[config.mk]
export PLATFORM = sky130hd
export DESIGN_NAME = synth_ctl_bank
export DESIGN_NICKNAME = d
export VERILOG_FILES = /design/src/rtl/synth_bank_pkg.sv /design/src/rtl/synth_bank_decode.sv /design/src/rtl/synth_chan_regs.sv /design/src/rtl/synth_ctl_bank.sv
export SDC_FILE = /design/constraint.sdc
export NUM_CORES = 1
export LEC_CHECK = 0
export BUFFER_PORTS_ARGS = -buffer_cell sky130_fd_sc_hd__clkbuf_2
export CELL_PAD_IN_SITES_DETAIL_PLACEMENT = 1
export CELL_PAD_IN_SITES_GLOBAL_PLACEMENT = 1
export CORE_ASPECT_RATIO = 1.5
export CORE_MARGIN = 1
export CORE_UTILIZATION = 30
export DETAILED_ROUTE_END_ITERATION = 10
export PLACE_DENSITY = 0.69
export SKIP_CTS_REPAIR_TIMING = 1
export SYNTH_ARGS = -nofsm -noshare
export SYNTH_HDL_FRONTEND = slang
export SYNTH_SLANG_ARGS = --single-unit
[constraint.sdc]
create_clock -name clk -period 2.7 [get_ports clk]
set_input_delay 0.54 -clock clk [delete_from_list [all_inputs] [get_ports clk]]
set_output_delay 0.54 -clock clk [all_outputs]
set_load 0.01 [all_outputs]
[src/rtl/synth_bank_pkg.sv]
package synth_bank_pkg;
   localparam int STEP_W   = 15;
   localparam int COARSE_W = 5;
   localparam int ODIV_W   = 4;
   localparam int PARAM_W  = STEP_W + COARSE_W + ODIV_W + 1;

   localparam int CTL_RST_LSB  = 0;
   localparam int CTL_SBY_LSB  = 8;
   localparam int CTL_PDN_BIT  = 12;
   localparam int CTL_LOCK_BIT = 24;
   localparam int FB_LSB       = 16;
   localparam int FB_W         = 3;
   localparam int MAX_CH       = 4;

   typedef struct packed {
      logic                byp3;
      logic [ODIV_W-1:0]   odiv;
      logic [COARSE_W-1:0] coarse;
      logic [STEP_W-1:0]   step;
   } chan_param_t;
endpackage

[src/rtl/synth_bank_decode.sv]
module synth_bank_decode #(
   parameter int ADDR_W     = 4,
   parameter int NCH        = 4,
   parameter int PARAM_BASE = 4
) (
   input  logic              sel,
   input  logic [ADDR_W-1:0] addr,
   output logic              hit_ctl,
   output logic              hit_pll,
   output logic              hit_prog,
   output logic [NCH-1:0]    hit_param
);
   assign hit_ctl  = sel && (addr == ADDR_W'(0));
   assign hit_pll  = sel && (addr == ADDR_W'(1));
   assign hit_prog = sel && (addr == ADDR_W'(2));

   for (genvar g = 0; g < NCH; g++) begin : g_hit
      assign hit_param[g] = sel && (addr == ADDR_W'(PARAM_BASE + g));
   end
endmodule

[src/rtl/synth_chan_regs.sv]
module synth_chan_regs
   import synth_bank_pkg::*;
(
   input  logic        clk,
   input  logic        rst_n,
   input  logic        wr_work,
   input  chan_param_t wdata,
   input  logic        load,
   output chan_param_t work,
   output chan_param_t act
);
   always_ff @(posedge clk or negedge rst_n) begin
      if (!rst_n) begin
         work <= '0;
         act  <= '0;
      end else begin
         if (wr_work) work <= wdata;
         if (load)    act  <= work;
      end
   end
endmodule

[src/rtl/synth_ctl_bank.sv]
module synth_ctl_bank
   import synth_bank_pkg::*;
#(
   parameter int NCH        = 4,
   parameter int ADDR_W     = 4,
   parameter int DATA_W     = 32,
   parameter int PARAM_BASE = 4
) (
   input  logic                    clk,
   input  logic                    rst_n,
   input  logic                    bus_sel,
   input  logic                    bus_wr,
   input  logic [ADDR_W-1:0]       bus_addr,
   input  logic [DATA_W-1:0]       bus_wdata,
   output logic [DATA_W-1:0]       bus_rdata,
   input  logic                    pll_lock_i,
   output logic [NCH*STEP_W-1:0]   chan_step_o,
   output logic [NCH*COARSE_W-1:0] chan_coarse_o,
   output logic [NCH*ODIV_W-1:0]   chan_odiv_o,
   output logic [NCH-1:0]          chan_div3_n_o,
   output logic [NCH-1:0]          chan_reset_o,
   output logic [NCH-1:0]          chan_standby_n_o,
   output logic                    pll_pdn_o,
   output logic [FB_W-1:0]         pll_fbdiv_o
);
   if (NCH < 1 || NCH > MAX_CH) begin : g_bad_nch
      $error("synth_ctl_bank: NCH must be 1..4");
   end
   if (DATA_W < 32) begin : g_bad_dw
      $error("synth_ctl_bank: DATA_W must be at least 32");
   end
   if (PARAM_BASE < 3 || PARAM_BASE + NCH > (1 << ADDR_W)) begin : g_bad_base
      $error("synth_ctl_bank: parameter words must fit above word 2");
   end

   logic           hit_ctl, hit_pll, hit_prog;
   logic [NCH-1:0] hit_param;
   logic           wr_en;
   logic [NCH-1:0] prog_q;
   logic [NCH-1:0] load;
   logic [NCH-1:0] rst_q, sby_q;
   logic           pdn_q;
   logic [FB_W-1:0] fb_q;
   chan_param_t    work_v [NCH];
   chan_param_t    act_v  [NCH];
   logic [NCH*PARAM_W-1:0] work_flat, act_flat;
   logic           wdata_unused;

   assign wr_en        = bus_sel && bus_wr;
   assign wdata_unused = ^bus_wdata[DATA_W-1:PARAM_W];

   synth_bank_decode #(.ADDR_W(ADDR_W), .NCH(NCH), .PARAM_BASE(PARAM_BASE)) i_dec (
      .sel       (bus_sel),
      .addr      (bus_addr),
      .hit_ctl   (hit_ctl),
      .hit_pll   (hit_pll),
      .hit_prog  (hit_prog),
      .hit_param (hit_param)
   );

   always_ff @(posedge clk or negedge rst_n) begin
      if (!rst_n) begin
         rst_q  <= '0;
         sby_q  <= '0;
         pdn_q  <= 1'b0;
         fb_q   <= '0;
         prog_q <= '0;
      end else if (wr_en) begin
         if (hit_ctl) begin
            rst_q <= bus_wdata[CTL_RST_LSB +: NCH];
            sby_q <= bus_wdata[CTL_SBY_LSB +: NCH];
            pdn_q <= bus_wdata[CTL_PDN_BIT];
         end
         if (hit_pll)  fb_q   <= bus_wdata[FB_LSB +: FB_W];
         if (hit_prog) prog_q <= bus_wdata[NCH-1:0];
      end
   end

   assign load = {NCH{wr_en && hit_prog}} & bus_wdata[NCH-1:0] & ~prog_q;

   for (genvar g = 0; g < NCH; g++) begin : g_chan
      synth_chan_regs i_regs (
         .clk     (clk),
         .rst_n   (rst_n),
         .wr_work (wr_en && hit_param[g]),
         .wdata   (chan_param_t'(bus_wdata[PARAM_W-1:0])),
         .load    (load[g]),
         .work    (work_v[g]),
         .act     (act_v[g])
      );
      assign work_flat[g*PARAM_W +: PARAM_W]   = work_v[g];
      assign act_flat[g*PARAM_W +: PARAM_W]    = act_v[g];
      assign chan_step_o[g*STEP_W +: STEP_W]   = act_v[g].step;
      assign chan_coarse_o[g*COARSE_W +: COARSE_W] = act_v[g].coarse;
      assign chan_odiv_o[g*ODIV_W +: ODIV_W]   = act_v[g].odiv;
      assign chan_div3_n_o[g]                  = act_v[g].byp3;
   end

   assign chan_reset_o     = rst_q;
   assign chan_standby_n_o = sby_q;
   assign pll_pdn_o        = pdn_q;
   assign pll_fbdiv_o      = fb_q;

   always_comb begin
      bus_rdata = '0;
      if (hit_ctl) begin
         bus_rdata[CTL_RST_LSB +: NCH] = rst_q;
         bus_rdata[CTL_SBY_LSB +: NCH] = sby_q;
         bus_rdata[CTL_PDN_BIT]        = pdn_q;
         bus_rdata[CTL_LOCK_BIT]       = pll_lock_i;
      end
      if (hit_pll)  bus_rdata[FB_LSB +: FB_W] = fb_q;
      if (hit_prog) bus_rdata[NCH-1:0] = prog_q;
      for (int i = 0; i < NCH; i++) begin
         if (hit_param[i]) bus_rdata[PARAM_W-1:0] = work_v[i];
      end
   end
endmodule

After elaboration in Yosys (flattened, before gate mapping)
Index checks and enable logic that the tools add are counted.
- equality and inequality tests: 6
- mux-type cells: 9
- bitwise logic cells: 3
- reductions and logical operators: 17
- operators by type and width (kind ; count):
    2-to-1 mux 25 bit ; 4
    equality test 4 x 3 -> 1 bit, second input constant ; 4
    logical AND 1 bit ; 13
    bitwise AND 4 bit ; 2
    2-to-1 mux 4 bit ; 2
    AND reduction 2 bit ; 3
    2-to-1 mux 5 bit ; 1
    equality test 4 x 1 -> 1 bit, second input constant ; 1
    equality test 4 x 2 -> 1 bit, second input constant ; 1
    logical NOT 4 bit ; 1
    inverter 4 bit ; 1
    2-to-1 mux 3 bit ; 1
    2-to-1 mux 1 bit ; 1
- register bits: 216
- input bits: 41
- output and inout bits: 144
- word-level logic and storage cells: 72

Depth between registers and ports, before layout
Gate-level depths: netlist of run 1.
- depth in word-level cells: 8
- mapped depth: 7

By module
From an unflattened synthesis of run 1, not the netlist that was laid out.
- cells, all modules: 614
- area, all modules: 9821.9 um2
- modules (own cells, without submodules) (module ; instances ; cells an instance ; area each (um2) ; sequential area each (um2)):
    synth_chan_regs ; 4 ; 106 ; 2067.0 ; 1251.2
    synth_ctl_bank ; 1 ; 178 ; 1487.7 ; 400.4
    synth_bank_decode ; 1 ; 12 ; 66.3 ; 0.0

Worst setup path before layout of run 1
No wires, ideal clock.
- kind: input to output
- start: input bus_addr[0]
- end: output bus_rdata[12]
- arrival: 1.847 ns
- required time: 2.160 ns
- slack: 0.313 ns
- stages on the path: 5
- path buffers: 2
- cell sequence: buf_2 > or4b_1 > buf_2 > o32ai_1 > a221o_1
- longest elaborated chain between the ends: 7
- ends and longest elaborated chain (element ; line ; RTL):
    start, declared ; synth_ctl_bank.sv:13 ; input logic [ADDR_W-1:0] bus_addr,
    logical NOT 4 bit ; synth_bank_decode.sv:13 ; assign hit_ctl = sel && (addr == ADDR_W'(0));
    logical AND 1 bit ; synth_bank_decode.sv:13 ;
    2-to-1 mux 5 bit ; synth_ctl_bank.sv:106 ; if (hit_ctl) begin
    2-to-1 mux 25 bit (3 in series) ; synth_ctl_bank.sv:115 ; if (hit_param[i]) bus_rdata[PARAM_W-1:0] = work_v[i];
    2-to-1 mux 25 bit (*) ; synth_ctl_bank.sv:115 ;
    end, declared ; synth_ctl_bank.sv:15 ; output logic [DATA_W-1:0] bus_rdata,
Every way passes the cells marked *; elsewhere a longest branch is shown, timed or not.

Worst setup path after layout of run 1
Ends and elaborated chain as after synthesis.

==> results of run 1 <==
cell usage in the layout (no fill, tap or decap), drive strengths merged, types with 2 or more instances in the layout:
| cell | n |
|---|---|
| o22a | 4 |
| conb | 7 |
| a21oi | 6 |
| dfrtp | 216 |
| nor2 | 14 |
| clkinvlp | 2 |
| clkbuf | 197 |
| or4b | 2 |
| nand2 | 7 |
| o22ai | 10 |
| o21ai | 3 |
| nand3 | 27 |
| nand4b | 5 |
| clkinv | 6 |
| inv | 4 |
| and3b | 5 |
| bufinv | 3 |
| mux2i | 11 |
| nor2b | 5 |
| nand3b | 2 |
| mux2 | 216 |
| and3 | 26 |
| o32a | 11 |
| buf | 44 |
| or3b | 7 |
| a221o | 3 |
| nand4 | 5 |
cells in the mapped netlist, types with 7 or more instances:
cell,count,area [um^2]
dfrtp_1,216,5410
mux2_2,192,2160
buf_2,29,145
and3_1,26,163
nand3_1,25,125
mux2_4,20,300
nor2_1,14,52.6
mux2i_1,11,110
o32a_1,11,110
o22ai_1,10,62.6
buf_4,9,67.6
clkbuf_1,8,30.0
nand2_1,7,26.3
or3b_2,7,61.3
metrics by stage:
| stage | cells | power, mW | cell area, um^2 |
|---|---|---|---|
| after floorplan | 652 | 4.66 | 9420 |
| after global placement | 1221 | 5.17 | 10900 |
| after detailed placement | 1221 | 5.23 | 10900 |
| after CTS | 1263 | 8.56 | 11700 |
| after global routing | 1264 | 8.84 | 11700 |
| final | 1264 | 8.45 | 11700 |
state kept, by name, summed over array words and instances (netlist names):
name,flops
g_chan.i_regs.act,100
g_chan.i_regs.work,100
chan_reset_o,4
chan_standby_n_o,4
prog_q,4
pll_fbdiv_o,3
pll_pdn_o,1
path summary, 6_finish.rpt:
| kind | cells after the start | startpoint | slack (ns) | end |
|---|---|---|---|---|
| min in group asynchronous | 2 | rst_n | 0.53 | g_chan[2].i_regs.act[21] |
| min reg2reg | 1 | g_chan[0].i_regs.act[15] | 0.51 | g_chan[0].i_regs.act[15] |
| max in group asynchronous | 3 | rst_n | 1.41 | g_chan[1].i_regs.work[14] |
| max | 6 | bus_addr[0] | 0.06 | bus_rdata[12] |
| min | 2 | bus_wdata[15] | 0.31 | g_chan[1].i_regs.work[15] |
| max reg2reg | 3 | prog_q[1] | 1.22 | g_chan[1].i_regs.act[14] |
metal layers:
layer | wire length [um] | vias to the layer above | part of all wire [%]
met5 | 0 | - | 0
met4 | 933 | 0 | 3.3
met2 | 14600 | 141 | 52
li1 | - | 2746 | -
met1 | 11700 | 3281 | 42
met3 | 879 | 46 | 3.1
layout make-up:
cell class | instances | area [um^2]
sequential | 216 | 5410
fill | 3252 | 19200
clock inverter | 14 | 161
multi-input combinational | 386 | 3750
clock buffer | 28 | 624
inverter | 1 | 3.75
timing repair buffer | 214 | 1280
tap | 405 | 507
worst max-delay path: stages:
cell and delay (ns):
clkbuf_2 0.16, or4b_4 0.59, buf_4 0.21, o32ai_1 0.23
a221o_1 0.22, clkbuf_2 0.14
power breakdown:
part           leakage [nW]  switching (mW)  internal (mW)
Sequential             2.86           0.357           3.69
Clock                 0.387            1.34           1.95
Combinational          2.91           0.509          0.602
kinds of logic after synthesis:
kind of cell    count (synthesis)
compound gates                 40
buf+inv                        50
flops                         216
mux                           227
other cells                     1
simple gates                  112
==> results.ini, run 1 <==
[final_layout]
layout.nets=883
utilization_pct=37.9
drive_above_1_share_pct=56.6
n_antenna_cell=0
areaGrowthSynthToFinish_pct=25.0

[setup_path]
path_max_fanout=7
start_kind=primary input
required_ns=2.16
critPathKind=primary input to primary output
arrival_ns=2.10
crit_path_end_kind=primary output

[cts]
tritoncts=built
clk_latency_ns=0.53
clk_pin_slew_ns=0.07
clkSinkCount=216
clk_path_buf_depth=3
cts_root_buf=clkbuf_16
numCtsBuffers=23
cts_max_level=1

[grt]
grt_pass1_vias=6861
grt.overflow.total=0
use_met3_pct=2.40
grt_pass1_wl_um=43600
grt_start_max_net_pins=68
busiest_layer=met2
antenna_found_initial=0
track_usage_pct=18.1
gr-usage-met2_pct=32.0
use_met1_pct=22.2

[yosys]
synth-edff-count=0
synth.area.mux_share_pct=27.9
synth_top_family_by_area=multiplexers
synth.distinct_cells=44
ys.flop_type=dfrtp_1
synth_compound_area_share_pct=3.30
synth_fa_ha_area_share_pct=0
yosysWarnings=0
synthXorXnorAreaFrac_pct=0
async_flop_share_pct=100
ys_seq_area_share_pct=57.5
synth-simple-area-share_pct=8.34
netlist_instances=646
synth-seq-cells=216
avgSynthCellArea_um2=14.5
synth_area_um2=9390

[placement]
dp_hpwl_um=20100
finalWeightedCongestion=0.759
dpl_worst_slack_ns=-0.00143
port_buffers=170

[timing]
maxClockFrequency_mhz=379
tightest_slew_ns=0.579
setup_slack_ns=0.0649
fin_hold_ws_ns=0.313
min_period_over_period_pct=97.6
rsz0062_at_grt=false
setup_viol_count_final=0
slew_viol_final=0
fin_crit_ns=2.64
max-slew-margin-rel_pct=61.4
setup_tns_ns=0
hold_viol=0
clock_skew_ns=0.0119

[drt]
drc=0
detail-route-antenna-nets=0
vias_per_cell=4.92
drt-pass1-iter-count=4
vias=6214
routed_wl_um=28200
wl_per_cell_um=22.3
drt_iter0_markers=221

[floorplanning]
die_w_um=146
fp.coreArea_um2=30900
initial_core_util_pct=30.4
dieHeight_um=219
dieArea_um2=32000
io_pins=185
rows=79

[power]
power-per-cell-area_nw_per_um2=720
leakage_nw=6.16
vdd_drop_max_mv=0.414

[hold_path]
hold_path.class=primary input to register

[run_status]
status=finished, final reports clean

[run]
drv.max_cap_violation_count=0

Power figures use the tool's default switching activity.
==> inputs of run 2 (changes only) <==
--- a/config.mk
+++ b/config.mk
@@ -10,9 +10,9 @@
 export CELL_PAD_IN_SITES_GLOBAL_PLACEMENT = 1
 export CORE_ASPECT_RATIO = 1.5
 export CORE_MARGIN = 1
-export CORE_UTILIZATION = 30
+export CORE_UTILIZATION = 35
 export DETAILED_ROUTE_END_ITERATION = 10
-export PLACE_DENSITY = 0.69
+export PLACE_DENSITY_LB_ADDON = 0.1
 export SKIP_CTS_REPAIR_TIMING = 1
 export SYNTH_ARGS = -nofsm -noshare
 export SYNTH_HDL_FRONTEND = slang
==> constraint.sdc (replaced) <==
create_clock -name clk -period 3.05 [get_ports clk]
set_input_delay 0.61 -clock clk [delete_from_list [all_inputs] [get_ports clk]]
set_output_delay 0.61 -clock clk [all_outputs]
set_load 0.01 [all_outputs]
==> run 2 against run 1 <==
- routed wire length shrank 2.6%
- final area is 1.6% lower
- critical path depth did not move
- cell count fell by 6.1%
- die area fell by 14%
- sequential share of layout area increased by 0.73 points
- largest cell class unchanged
- largest power group unchanged
- highest routed layer is now met5
==> results.ini, run 2 (synthesized netlist as in run 1, its figures left out) <==
[drt]
wl_per_cell_um=23.1
drt-pass1-iter-count=4
vias_per_cell=5.18
routed_wl_um=27500
vias=6144
detail-route-antenna-nets=0
drt_iter0_markers=250
drc=0

[power]
power.internal_mw=5.57
power_frac_seq_pct=48.1
vdd_drop_max_mv=0.346
p_sw_share_pct=25.1
p_clk_share_pct=39.0
switchingPower_mw=1.86
power-per-cell-area_nw_per_um2=644
pwr-share-comb_pct=13.0
power_mw=7.44
leakage_nw=6.12

[floorplanning]
die_w_um=136
dieHeight_um=203
io_pins=185
fp.coreArea_um2=26400
rows=73
initial_core_util_pct=35.6
dieArea_um2=27500

[setup_path]
crit_chain=clkbuf_2, and3_1, nand2_1, buf_4, o22a_1, clkbuf_2
required_ns=2.44
critPathSlowestCell=and3_1
cpMostUsedCell=clkbuf_2
start_kind=primary input
crit_family=simple AND/OR/NAND/NOR gates
crit_path_start=bus_addr[0]
crit_path_end_kind=primary output
path_buf_inv=3
timing.rr.end=g_chan[2].i_regs.act[5]
critPathKind=primary input to primary output
r2r_slack_ns=1.33
worstSetupEndpoint=bus_rdata[24]
path_max_fanout=11
rr_startpoint=prog_q[2]
cp.depth=6
arrival_ns=2.29
critPathMaxStageDelay_ns=0.48
reg2reg_depth=2

[timing]
hold_viol=0
clock_skew_ns=0.00821
min_period_over_period_pct=95.0
rsz0062_at_grt=false
max-slew-margin-rel_pct=49.1
slew_viol_final=0
setup_viol_count_final=0
fin_crit_ns=2.90
tightest_slew_ns=0.762
setup_tns_ns=0
maxClockFrequency_mhz=345

[cts]
clk_pin_slew_ns=0.06
clkSinkCount=216
clk_latency_ns=0.51
cts_root_buf=clkbuf_16
cts_max_level=1
numCtsBuffers=22
clk_path_buf_depth=3
tritoncts=built

[placement]
dp_hpwl_um=19100
finalWeightedCongestion=0.774
port_buffers=170

[grt]
grt_start_max_net_pins=85
grt_pass1_vias=6829
grt_pass1_wl_um=42500
antenna_found_initial=1
track_usage_pct=20.8
grt.overflow.total=0

[final_layout]
n_antenna_cell=0
final_common_cell=dfrtp_1
layout.nets=875
regArea_um2=5410
multi_input_area_um2=3750
layout_common_cells=dfrtp_1 (216), mux2_2 (192), clkbuf_2 (169), buf_4 (33), and3_1 (26)
fillers=2745
reg_top3=g_chan.i_regs.act: 100 flops, g_chan.i_regs.work: 100 flops
areaGrowthSynthToFinish_pct=23.0
drive_above_1_share_pct=55.9

[run_status]
status=finished, final reports clean

[run]
drv.max_cap_violation_count=0

[hold_path]
hold_path.class=primary input to asynchronous set/reset pin

-- run 2: cell type report --
cell class | instances | area share (%)
sequential | 216 | 46.8
multi-input combinational | 386 | 32.5
timing repair buffer | 207 | 10.3
clock buffer | 33 | 5.83
tap | 337 | 3.65
clock inverter | 7 | 0.953
inverter | 1 | 0.0325
-- run 2: worst register-to-register path: stages (launching register included) --
cell and delay, ns:
dfrtp_1 0.39, nand4b_4 0.68, mux2_2 0.54
-- run 2: through the flow --
step,worst slack (ns),utilization [%],area [um^2],hold slack (ns),instances
5_1_grt,0.0844,43.8,11600,0.132,1187
3_3_place_gp,0.114,40.8,10800,0.476,1147
6_report,0.154,43.8,11600,0.0960,1187
4_1_cts,0.137,43.8,11600,0.130,1187
3_5_place_dp,0.148,40.8,10800,0.487,1147
2_1_floorplan,0.523,-,9420,0.314,652
-- run 2: layer usage --
metal / vias up / GRT usage [%] / wire length (um)
li1: 2728 / - / -
met1: 3244 / 27.0 / 11600
met2: 142 / 36.2 / 14200
met3: 28 / 3.42 / 1230
met4: 2 / 4.17 / 354
met5: - / 0 / 12
-- run 2: worst min-delay path by stage --
stage	to	slack, ns	cells past startpoint
floorplan	chan_reset_o[0]	0.31	0
global placement	g_chan[0].i_regs.act[24]	0.48	1
detailed placement	g_chan[0].i_regs.act[24]	0.49	1
CTS	pll_fbdiv_o[1]	0.13	1
global route	g_chan[2].i_regs.act[1]	0.13	1
finish	g_chan[0].i_regs.act[1]	0.1	1
-- run 2: power by group through the flow --
| stage | registers, mW | logic (mW) | clock network [mW] |
|---|---|---|---|
| final | 3.57 | 0.965 | 2.90 |
| after global routing | 3.63 | 1.06 | 3.09 |
| after floorplan | 3.58 | 0.542 | 0 |
| after CTS | 3.58 | 0.988 | 2.98 |
| after global placement | 3.60 | 0.953 | 0 |
| after detailed placement | 3.63 | 0.984 | 0 |
